$ cat src/rtl/lbs_pkg.sv
package lbs_pkg;
  localparam int SPD_W = 4;

  localparam logic [1:0] PH_NONE  = 2'd0;
  localparam logic [1:0] PH_LINK1 = 2'd1;
  localparam logic [1:0] PH_SPEED = 2'd2;
  localparam logic [1:0] PH_LINK2 = 2'd3;

  localparam logic [SPD_W-1:0] SPD_GEN1 = 4'd1;
  localparam logic [SPD_W-1:0] SPD_GEN2 = 4'd2;

  typedef enum logic [3:0] {
    S_IDLE, S_RD_CAP1, S_WR_CAP1, S_POLL1, S_WAIT1,
    S_RD_CAP2, S_WR_CAP2, S_RD_CTL, S_WR_CTL, S_POLL_SC,
    S_WAIT_SC, S_POLL2, S_WAIT2, S_RD_STAT, S_DONE, S_FAIL
  } seq_state_t;

  typedef enum logic [1:0] {
    P_IDLE, P_REQ, P_RESP
  } port_state_t;
endpackage

$ cat src/rtl/lbs_reg_port.sv
module lbs_reg_port import lbs_pkg::*; #(
  parameter int ADDR_W = 12,
  parameter int DATA_W = 32
) (
  input  logic              clk,
  input  logic              rst_n,
  input  logic              cmd_go,
  input  logic              cmd_wr,
  input  logic [ADDR_W-1:0] cmd_addr,
  input  logic [DATA_W-1:0] cmd_wdata,
  output logic              cmd_idle,
  output logic              cmd_done,
  output logic [DATA_W-1:0] cmd_rdata,
  output logic              req_valid,
  input  logic              req_ready,
  output logic              req_write,
  output logic [ADDR_W-1:0] req_addr,
  output logic [DATA_W-1:0] req_wdata,
  input  logic              resp_valid,
  input  logic [DATA_W-1:0] resp_rdata
);
  port_state_t       pst;
  logic              wr_q;
  logic [ADDR_W-1:0] addr_q;
  logic [DATA_W-1:0] data_q;

  assign cmd_idle  = (pst == P_IDLE);
  assign req_valid = (pst == P_REQ);
  assign req_write = wr_q;
  assign req_addr  = addr_q;
  assign req_wdata = data_q;
  assign cmd_rdata = resp_rdata;
  assign cmd_done  = ((pst == P_REQ) && req_ready && wr_q) ||
                     ((pst == P_RESP) && resp_valid);

  always_ff @(posedge clk or negedge rst_n) begin
    if (!rst_n) begin
      pst    <= P_IDLE;
      wr_q   <= 1'b0;
      addr_q <= '0;
      data_q <= '0;
    end else begin
      unique case (pst)
        P_IDLE: if (cmd_go) begin
          pst    <= P_REQ;
          wr_q   <= cmd_wr;
          addr_q <= cmd_addr;
          data_q <= cmd_wdata;
        end
        P_REQ: if (req_ready) pst <= wr_q ? P_IDLE : P_RESP;
        P_RESP: if (resp_valid) pst <= P_IDLE;
        default: pst <= P_IDLE;
      endcase
    end
  end
endmodule

$ cat src/rtl/lbs_poll_budget.sv
module lbs_poll_budget #(
  parameter int MAX_POLLS  = 200,
  parameter int POLL_DELAY = 1000
) (
  input  logic clk,
  input  logic rst_n,
  input  logic clr,
  input  logic miss,
  output logic last,
  output logic busy
);
  localparam int CNT_W = (MAX_POLLS < 2) ? 1 : $clog2(MAX_POLLS + 1);
  localparam int DLY_W = (POLL_DELAY < 2) ? 1 : $clog2(POLL_DELAY + 1);

  logic [CNT_W-1:0] tries;
  logic [DLY_W-1:0] dly;

  assign last = (tries == CNT_W'(MAX_POLLS - 1));
  assign busy = (dly != '0);

  always_ff @(posedge clk or negedge rst_n) begin
    if (!rst_n) begin
      tries <= '0;
      dly   <= '0;
    end else if (clr) begin
      tries <= '0;
      dly   <= '0;
    end else if (miss) begin
      tries <= tries + 1'b1;
      dly   <= DLY_W'(POLL_DELAY);
    end else if (busy) begin
      dly <= dly - 1'b1;
    end
  end
endmodule

$ cat src/rtl/link_bringup_seq.sv
module link_bringup_seq import lbs_pkg::*; #(
  parameter int              ADDR_W     = 12,
  parameter int              DATA_W     = 32,
  parameter int              MAX_POLLS  = 200,
  parameter int              POLL_DELAY = 1000,
  parameter logic [ADDR_W-1:0] CAP_ADDR  = 12'h07C,
  parameter logic [ADDR_W-1:0] CTL_ADDR  = 12'h80C,
  parameter logic [ADDR_W-1:0] STAT_ADDR = 12'h080,
  parameter int              SC_BIT     = 17,
  parameter int              SPD_LSB    = 16
) (
  input  logic              clk,
  input  logic              rst_n,
  input  logic              start,
  output logic              train_en,
  input  logic              link_up,
  input  logic              in_training,
  output logic              req_valid,
  input  logic              req_ready,
  output logic              req_write,
  output logic [ADDR_W-1:0] req_addr,
  output logic [DATA_W-1:0] req_wdata,
  input  logic              resp_valid,
  input  logic [DATA_W-1:0] resp_rdata,
  output logic              seq_done,
  output logic              seq_fail,
  output logic [SPD_W-1:0]  link_speed,
  output logic [1:0]        fail_phase,
  output logic [1:0]        fail_snap
);
  localparam logic [DATA_W-1:0] SPD_MASK = DATA_W'({SPD_W{1'b1}});
  localparam logic [DATA_W-1:0] SC_MASK  = DATA_W'(1) << SC_BIT;

  seq_state_t        st;
  logic [DATA_W-1:0] rdbuf;
  logic              cmd_go, cmd_wr, cmd_idle, cmd_done;
  logic [ADDR_W-1:0] cmd_addr;
  logic [DATA_W-1:0] cmd_wdata, cmd_rdata;
  logic              is_reg, link_ok, sc_pending;
  logic              miss, pclr, last, pbusy, may_start;

  assign link_ok    = link_up && !in_training;
  assign sc_pending = cmd_rdata[SC_BIT];
  assign may_start  = (st == S_IDLE) || (st == S_DONE) || (st == S_FAIL);
  assign is_reg     = (st == S_RD_CAP1) || (st == S_WR_CAP1) || (st == S_RD_CAP2) ||
                      (st == S_WR_CAP2) || (st == S_RD_CTL)  || (st == S_WR_CTL)  ||
                      (st == S_POLL_SC) || (st == S_RD_STAT);
  assign cmd_go     = is_reg && cmd_idle;

  // command decode per state
  always_comb begin
    cmd_wr    = 1'b0;
    cmd_addr  = CAP_ADDR;
    cmd_wdata = '0;
    unique case (st)
      S_WR_CAP1: begin
        cmd_wr    = 1'b1;
        cmd_wdata = (rdbuf & ~SPD_MASK) | DATA_W'(SPD_GEN1);
      end
      S_WR_CAP2: begin
        cmd_wr    = 1'b1;
        cmd_wdata = (rdbuf & ~SPD_MASK) | DATA_W'(SPD_GEN2);
      end
      S_RD_CTL, S_POLL_SC: cmd_addr = CTL_ADDR;
      S_WR_CTL: begin
        cmd_wr    = 1'b1;
        cmd_addr  = CTL_ADDR;
        cmd_wdata = rdbuf | SC_MASK;
      end
      S_RD_STAT: cmd_addr = STAT_ADDR;
      default: ;
    endcase
  end

  // poll budget events
  always_comb begin
    miss = 1'b0;
    pclr = 1'b0;
    unique case (st)
      S_IDLE, S_DONE, S_FAIL: pclr = start;
      S_POLL1, S_POLL2: begin
        pclr = link_ok;
        miss = !link_ok;
      end
      S_POLL_SC: if (cmd_done) begin
        pclr = !sc_pending;
        miss = sc_pending;
      end
      default: ;
    endcase
  end

  lbs_reg_port #(.ADDR_W(ADDR_W), .DATA_W(DATA_W)) u_port (
    .clk(clk), .rst_n(rst_n),
    .cmd_go(cmd_go), .cmd_wr(cmd_wr), .cmd_addr(cmd_addr), .cmd_wdata(cmd_wdata),
    .cmd_idle(cmd_idle), .cmd_done(cmd_done), .cmd_rdata(cmd_rdata),
    .req_valid(req_valid), .req_ready(req_ready), .req_write(req_write),
    .req_addr(req_addr), .req_wdata(req_wdata),
    .resp_valid(resp_valid), .resp_rdata(resp_rdata)
  );

  lbs_poll_budget #(.MAX_POLLS(MAX_POLLS), .POLL_DELAY(POLL_DELAY)) u_budget (
    .clk(clk), .rst_n(rst_n), .clr(pclr), .miss(miss), .last(last), .busy(pbusy)
  );

  always_ff @(posedge clk or negedge rst_n) begin
    if (!rst_n) begin
      st         <= S_IDLE;
      rdbuf      <= '0;
      train_en   <= 1'b0;
      seq_done   <= 1'b0;
      seq_fail   <= 1'b0;
      link_speed <= '0;
      fail_phase <= PH_NONE;
      fail_snap  <= 2'b00;
    end else begin
      unique case (st)
        S_IDLE, S_DONE, S_FAIL: if (start) begin
          st         <= S_RD_CAP1;
          train_en   <= 1'b0;
          seq_done   <= 1'b0;
          seq_fail   <= 1'b0;
          fail_phase <= PH_NONE;
          fail_snap  <= 2'b00;
        end
        S_RD_CAP1: if (cmd_done) begin
          rdbuf <= cmd_rdata;
          st    <= S_WR_CAP1;
        end
        S_WR_CAP1: if (cmd_done) begin
          train_en <= 1'b1;
          st       <= S_POLL1;
        end
        S_POLL1, S_POLL2: begin
          if (link_ok) begin
            st <= (st == S_POLL1) ? S_RD_CAP2 : S_RD_STAT;
          end else if (last) begin
            st         <= S_FAIL;
            seq_fail   <= 1'b1;
            fail_phase <= (st == S_POLL1) ? PH_LINK1 : PH_LINK2;
            fail_snap  <= {link_up, in_training};
          end else begin
            st <= (st == S_POLL1) ? S_WAIT1 : S_WAIT2;
          end
        end
        S_WAIT1: if (!pbusy) st <= S_POLL1;
        S_WAIT2: if (!pbusy) st <= S_POLL2;
        S_RD_CAP2: if (cmd_done) begin
          rdbuf <= cmd_rdata;
          st    <= S_WR_CAP2;
        end
        S_WR_CAP2: if (cmd_done) st <= S_RD_CTL;
        S_RD_CTL: if (cmd_done) begin
          rdbuf <= cmd_rdata;
          st    <= S_WR_CTL;
        end
        S_WR_CTL: if (cmd_done) st <= S_POLL_SC;
        S_POLL_SC: if (cmd_done) begin
          if (!sc_pending) begin
            st <= S_POLL2;
          end else if (last) begin
            st         <= S_FAIL;
            seq_fail   <= 1'b1;
            fail_phase <= PH_SPEED;
            fail_snap  <= {link_up, in_training};
          end else begin
            st <= S_WAIT_SC;
          end
        end
        S_WAIT_SC: if (!pbusy) st <= S_POLL_SC;
        S_RD_STAT: if (cmd_done) begin
          link_speed <= cmd_rdata[SPD_LSB +: SPD_W];
          seq_done   <= 1'b1;
          st         <= S_DONE;
        end
        default: st <= S_IDLE;
      endcase
    end
  end
endmodule

$ cat config.mk
export PLATFORM = sky130hd
export DESIGN_NAME = link_bringup_seq
export DESIGN_NICKNAME = d
export VERILOG_FILES = /design/src/rtl/lbs_pkg.sv /design/src/rtl/lbs_reg_port.sv /design/src/rtl/lbs_poll_budget.sv /design/src/rtl/link_bringup_seq.sv
export SDC_FILE = /design/constraint.sdc
export NUM_CORES = 1
export LEC_CHECK = 0
export ABC_AREA = 0
export BUFFER_PORTS_ARGS = -buffer_cell sky130_fd_sc_hd__buf_2
export CAP_MARGIN = 20
export CORE_ASPECT_RATIO = 1.1
export CORE_MARGIN = 3
export CORE_UTILIZATION = 40
export CTS_BUF_LIST = sky130_fd_sc_hd__clkbuf_16
export DETAILED_ROUTE_END_ITERATION = 8
export MAX_ROUTING_LAYER = met4
export PLACE_DENSITY = 0.7
export RECOVER_POWER = 50
export SETUP_SLACK_MARGIN = 0.15
export SYNTH_ARGS = -nofsm -noshare
export SYNTH_HDL_FRONTEND = slang
export SYNTH_HIERARCHICAL = 1
export SYNTH_SLANG_ARGS = --single-unit
$ cat constraint.sdc
create_clock -name clk -period 2.67 [get_ports clk]
set_input_delay 0.6675 -clock clk [delete_from_list [all_inputs] [get_ports clk]]
set_output_delay 0.6675 -clock clk [all_outputs]
set_load 0.005 [all_outputs]
== After elaboration in Yosys (flattened, before gate mapping) ==
Cells that the tools add are included.

* Equal/unequal tests: 37
* Multiplexer cells: 58
* Add/subtract/negate cells: 2
* Reductions and logical operators: 38

{| class="wikitable"
|+ Operators with widths
! kind !! count
|-
| 32-bit case mux with 3 select lines || 1
|-
| 4-bit two-way mux || 16
|-
| 4-bit case mux with 13 select lines || 1
|-
| 2-bit inequality test, second input constant || 18
|-
| 4-bit == test, second input constant || 8
|-
| 10-bit two-way mux || 3
|-
| 2-bit two-way mux || 15
|-
| 12-bit case mux with 2 select lines || 1
|-
| 2-bit case mux with 3 select lines || 3
|-
| 4-bit by 3-bit == test with 1-bit output, second input constant || 4
|-
| 8-bit two-way mux || 2
|-
| 12-bit AND reduction || 1
|-
| 3-bit OR reduction || 4
|-
| 10-bit nonzero test || 1
|-
| 10-bit by 1-bit subtractor with 10-bit output, second input constant || 1
|-
| 1-bit two-way mux || 9
|-
| 3-bit AND reduction || 3
|-
| 8-bit by 1-bit adder with 8-bit output, second input constant || 1
|-
| 4-bit by 2-bit == test with 1-bit output, second input constant || 2
|-
| 8-bit == test, second input constant || 1
|-
| 1-bit logical OR || 8
|-
| 7-bit AND reduction || 1
|-
| 3-bit two-way mux || 2
|-
| 1-bit case mux with 2 select lines || 3
|-
| other kinds (14) || 26
|}

* Input bits: 39
* Word-level logic and storage cells: 149
* Register bits after elaboration: 112
* Output and inout port bits: 57

== Depth between registers and ports, before layout ==
* Depth after elaboration: 11
* Depth in mapped cells: 10
* Gate-level depth less buffers: 10

== Cells and area by module ==
The synthesis kept the hierarchy.

{| class="wikitable"
|+ Modules (own cells, without submodules)
! module !! seq. area each (um2) !! instances !! area an instance (um2) !! cells an instance
|-
| link_bringup_seq || 1176.1 || 1 || 2469.9 || 221
|-
| lbs_reg_port || 1176.1 || 1 || 2242.2 || 142
|-
| lbs_poll_budget || 450.4 || 1 || 954.7 || 97
|}

== Worst setup path before layout ==
Ideal clock, no wire load.

* Path kind: reg2reg
* Start: register u_budget.dly[0]
* End: register st[0]
* Setup time: 125 ps
* Arrival: 2505 ps
* Path slack: 40 ps
* Period minus slack after synthesis: 2630 ps
* Stages on the path, launching flop included: 11
* Required time: 2545 ps
* Path buffers: 0
* Path through: dfrtp_1 inv_1 ha_1 or4b_2 nor3_4 inv_1 nand2b_1 mux2i_1 a22o_1 nor4_4 mux2_4

* Word-level cells in the longest chain between the ends: 3
* Elaborated cells on any way between the ends: 5
* Classes of those cells: eq/ne (3); reduce/logical (2)

{| class="wikitable"
|+ RTL lines
! item !! line !! RTL
|-
| start: declaration || lbs_poll_budget.sv:16 || <nowiki>logic [DLY_W-1:0] dly;</nowiki>
|-
| start signal: assignment || lbs_poll_budget.sv:30 || <nowiki>dly <= DLY_W'(POLL_DELAY);</nowiki>
|-
| start signal: assignment || lbs_poll_budget.sv:32 || <nowiki>dly <= dly - 1'b1;</nowiki>
|-
| 10-bit nonzero test * || lbs_poll_budget.sv:19 || <nowiki>assign busy = (dly != '0);</nowiki>
|-
| named net pbusy || link_bringup_seq.sv:40 || <nowiki>logic miss, pclr, last, pbusy, may_start;</nowiki>
|-
| 2-bit inequality test (no line) || -- ||
|-
| 12-bit AND reduction (no line) * || -- ||
|-
| end signal: assignment || link_bringup_seq.sv:136 || <nowiki>st <= (st == S_POLL1) ? S_RD_CAP2 : S_RD_STAT;</nowiki>
|-
| end signal: assignment || link_bringup_seq.sv:143 || <nowiki>st <= (st == S_POLL1) ? S_WAIT1 : S_WAIT2;</nowiki>
|-
| end: declaration || link_bringup_seq.sv:34 || <nowiki>seq_state_t st;</nowiki>
|}

Mark *: on every way through the listed nets, which the timed path passes. The rest lies on a longest branch.
A chain may end at the register's enable or synchronous reset.

== Worst setup path after layout ==
* Start: register u_budget.dly[0]
* End: register st[1]

The elaborated chain is that of the path after synthesis.

==> implementation parameters <==
Parameter                              Value

Detailed routing
  Wirelength per Cell    16.1 um
  Post-detailed-route via-to-cell ratio    5.12
  # DRC    0
  Total via count in the routed design    3727
  1st-pass router iterations    4
  Routed WL    11.7 mm
  Drt first-iter violations    172
  Final ANT Viol Nets    0

Pwr
  IR drop worst, VDD    0.638 mV
  Net Sw Frac    0.355
  Static Leak    3.07 nW
  Ratio of total power to cell area    1180 nW/um2
  Part of the power in combinational logic    0.441
  Register share of total power    0.381
  Clock power frac    0.177
  Internal power consumption    4.93 mW
  P_sw    2.71 mW

Global route
  Most utilized layer in the global route result    met2
  Maximum number of pins on one net before global-route repair    56
  Global-route track usage on met1    0.201
  Global-route met2 utilization    0.248
  Global-route wire length before repair    19.1 mm
  Antenna violations before repair    0
  Met3 Use GR    0.0375
  Global-route usage over all layers    0.158
  Sum of overflow across all layers after global routing    0
  Number of global-route vias before repair    3813

Die
  Core Area    13500 um2
  Die Footprint    15600 um2
  Chip Height    131 um
  Starting Density    0.418
  Die width    119 um
  Number of rows created at floorplan    44
  Number of top-level pins    96

Synth
  Multiplexer fraction of the synthesized cell area    0.204
  Yosys Warn Count    6
  Simple logic cell fraction of the synthesized area    0.136
  Top cell type's share of synthesized area    0.495
  Cell taking the most area after synthesis    sky130_fd_sc_hd__dfrtp_1
  Async set or reset register ratio after synthesis    1.00
  Synthesized area per cell    12.3 um2
  Share of the synthesized area in compound gates (AO/OA/AOI/OAI)    0.0698
  Portion of the post-synthesis area used by sequential elements    0.495
  Number of distinct library cells after synthesis    71
  Leading post-synthesis cells by cell area    sky130_fd_sc_hd__dfrtp_1 (49%), sky130_fd_sc_hd__mux2_4 (11%), sky130_fd_sc_hd__mux2_2 (7.9%)
  Mapped Area    5670 um2
  Number of enable flip-flop cells after synthesis    0
  Adder and majority gate portion of the synthesized area    0.00442
  Number of flip-flops and latches in the synthesized netlist    112
  Main combinational cell family by area after synthesis    multiplexers
  Most instantiated flip-flop cell in the synthesis netlist    sky130_fd_sc_hd__dfrtp_1
  Gate Count Post-Synth    460
  Xor-xnor portion of the synthesized cell area    0.00618

Placed design
  Sum of net half-perimeters after detailed placement    8.34 mm
  Final weighted congestion in routability-driven placement    0.955
  Number of I/O port buffers    95
  DP Area    6170 um2

Setup path
  Required time at the endpoint of the critical path    2.94 ns
  Worst setup path class    reg -> reg
  Largest incremental delay on the critical path    0.48 ns
  Startpoint types    register
  Arrival @ worst endpoint    2.70 ns
  Highest net fanout along the worst path    4
  CP bufs+invs    2
  Type of destination of the critical path    register
  Crit-path cells    inv_2, ha_4, or4b_4, nor3_4, inv_1, nand2b_1, mux2i_1, a22o_1, or3_4, a22oi_2
  Worst path top cell family by delay    simple AND/OR/NAND/NOR gates
  Critical-path cell with the highest stage delay    sky130_fd_sc_hd__or4b_4

CTS
  Root buf cell    sky130_fd_sc_hd__clkbuf_16
  CTS clk-pin slew, worst paths    0.07 ns
  Number of buffers created by CTS    9
  Hold buffer count at CTS    0
  Clock Latency Late Sink    0.36 ns
  CTS tree    yes
  Number of levels in the clock H-tree    3
  Clock net sink count    112
  Max Buffers Root-to-Sink    2

STA
  Setup TNS after final layout    0 ns
  Final period utilization    0.909
  Final Hold Fails    0
  Timing-limited maximum frequency    0.412 GHz
  Clk_skew    0.00762 ns
  Unrepaired setup endpoints after global routing    true
  Least-Margin Pin Slew    1.36 ns
  Post-layout min period    2.43 ns
  Endpoints failing setup    0
  Worst max-slew margin expressed relative to the limit    0.0917
  Max-slew violations    0

Final layout
  Share of post-route cells with drive strength above 1    0.407
  Final Net Count    579
  Layout filler cell count    1245
  Synth-to-layout area growth    14.3%
  Layout Cell Area excl Fill    6480 um2
  Area occupied by multi-input gates    2430 um2
  Register area    2800 um2

Flow run
  Max Cap Violations    0

Outcome
  Outcome    finished, final reports clean

Worst hold path
  Hold Path Class    reg -> reg
==> layout make-up <==
type,instances,area share
Antenna cell,1,0.000386
Clock buffer,9,0.0348
Clock inverter,7,0.0108
Inverter,14,0.00811
Multi-Input combinational cell,284,0.376
Sequential cell,112,0.433
Tap cell,184,0.0355
Timing Repair Buffer,117,0.102
==> synthesized netlist by cell type (6+ instances only) <==
cell type                  instances
sky130_fd_sc_hd__nand2_1          21
sky130_fd_sc_hd__dfrtp_1         112
sky130_fd_sc_hd__mux2_4           41
sky130_fd_sc_hd__mux2_2           40
sky130_fd_sc_hd__nand3_1           9
sky130_fd_sc_hd__nor2_1           20
sky130_fd_sc_hd__a21oi_1           8
sky130_fd_sc_hd__and2_1           28
sky130_fd_sc_hd__buf_4            33
sky130_fd_sc_hd__inv_1            13
sky130_fd_sc_hd__nand2b_1          7
sky130_fd_sc_hd__or3_1             6
sky130_fd_sc_hd__mux2i_1           8
sky130_fd_sc_hd__buf_2             7
sky130_fd_sc_hd__o21ai_0          10
sky130_fd_sc_hd__nand4_1           6
==> power groups by stage <==
stage	sequential [mW]	clock (mW)	combinational, mW
detailed placement	2.93	0	3.32
finish	2.91	1.35	3.37
CTS	2.91	1.39	3.40
floorplan	2.81	0	2.56
global route	3.01	1.47	3.67
global placement	2.89	0	3.22
==> metrics by stage <==
step / hold slack [ns] / total power [mW] / setup WS (ns) / instances / utilization
floorplan: 0.372 / 5.37 / 0.111 / 464 / -
global placement: 0.460 / 6.11 / 0.182 / 708 / 0.455
detailed placement: 0.480 / 6.25 / 0.0626 / 708 / 0.455
CTS: 0.222 / 7.69 / 0.166 / 727 / 0.480
global route: 0.491 / 8.16 / 0.139 / 727 / 0.478
finish: 0.487 / 7.63 / 0.243 / 728 / 0.478
==> worst paths after layout <==
kind | to | slack, ns | from | depth (start not counted)
min reg2reg | seq_done$_DFFE_PN0P_ | 0.49 | seq_done$_DFFE_PN0P_ | 1
max | st[1]$_DFFE_PN0P_ | 0.24 | u_budget/dly[0]$_DFFE_PN0P_ | 10
min in group asynchronous | u_budget/dly[9]$_DFFE_PN0P_ | 0.61 | rst_n | 1
max in group asynchronous | rdbuf[28]$_DFFE_PN0P_ | 0.55 | rst_n | 2
min | seq_done$_DFFE_PN0P_ | 0.49 | seq_done$_DFFE_PN0P_ | 1
max reg2reg | st[1]$_DFFE_PN0P_ | 0.24 | u_budget/dly[0]$_DFFE_PN0P_ | 10
==> layout by cell type, fill, tap and decap left out, types with 4 or more instances in the layout <==
master,count
sky130_fd_sc_hd__buf_4,17
sky130_fd_sc_hd__mux2_4,41
sky130_fd_sc_hd__and2_1,28
sky130_fd_sc_hd__nand4_1,6
sky130_fd_sc_hd__mux2i_1,8
sky130_fd_sc_hd__or4_1,4
sky130_fd_sc_hd__nor3_1,4
sky130_fd_sc_hd__o31ai_1,4
sky130_fd_sc_hd__nand2_1,21
sky130_fd_sc_hd__nand2b_1,7
sky130_fd_sc_hd__or3_1,5
sky130_fd_sc_hd__o21ai_0,10
sky130_fd_sc_hd__inv_1,12
sky130_fd_sc_hd__mux2_2,40
sky130_fd_sc_hd__clkbuf_16,9
sky130_fd_sc_hd__dfrtp_1,112
sky130_fd_sc_hd__conb_1,5
sky130_fd_sc_hd__buf_2,82
sky130_fd_sc_hd__a31oi_1,5
sky130_fd_sc_hd__nand3_1,9
sky130_fd_sc_hd__nor2_1,20
sky130_fd_sc_hd__clkbuf_1,13
sky130_fd_sc_hd__a21oi_1,8
==> flip-flops by register name, indices dropped and copies added, names as in the netlist <==
name              cells
st                    4
u_port/pst            2
link_speed            4
rdbuf                32
u_port/req_write      1
u_budget/tries        8
train_en              1
u_budget/dly         10
seq_done              1
fail_phase            2
seq_fail              1
u_port/req_addr      12
u_port/req_wdata     32
fail_snap             2
==> per-layer routing <==
layer	vias to the layer above	routed length, um
met5	-	0
met3	13	617
met1	1866	5290
li1	1743	-
met4	0	196
met2	105	5610
==> what timing repair did <==
action / 4_1_cts / 5_1_grt
buffers inserted: 3 / 0
resized for setup: 3 / 3
setup endpoints to repair: 4 / 3
pin swaps: 6 / 1
==> kinds of logic (layout without fill, tap and decap cells) <==
| kind of cell | count (synthesis) | after routing |
|---|---|---|
| compound gates | 53 | 53 |
| xor+xnor | 4 | 4 |
| simple gates | 130 | 130 |
| fa+ha+maj | 2 | 2 |
| flops | 112 | 112 |
| buf+inv | 68 | 147 |
| other cells | 1 | 6 |
| mux | 90 | 90 |
Note: power is estimated with default switching activity, not from simulation.
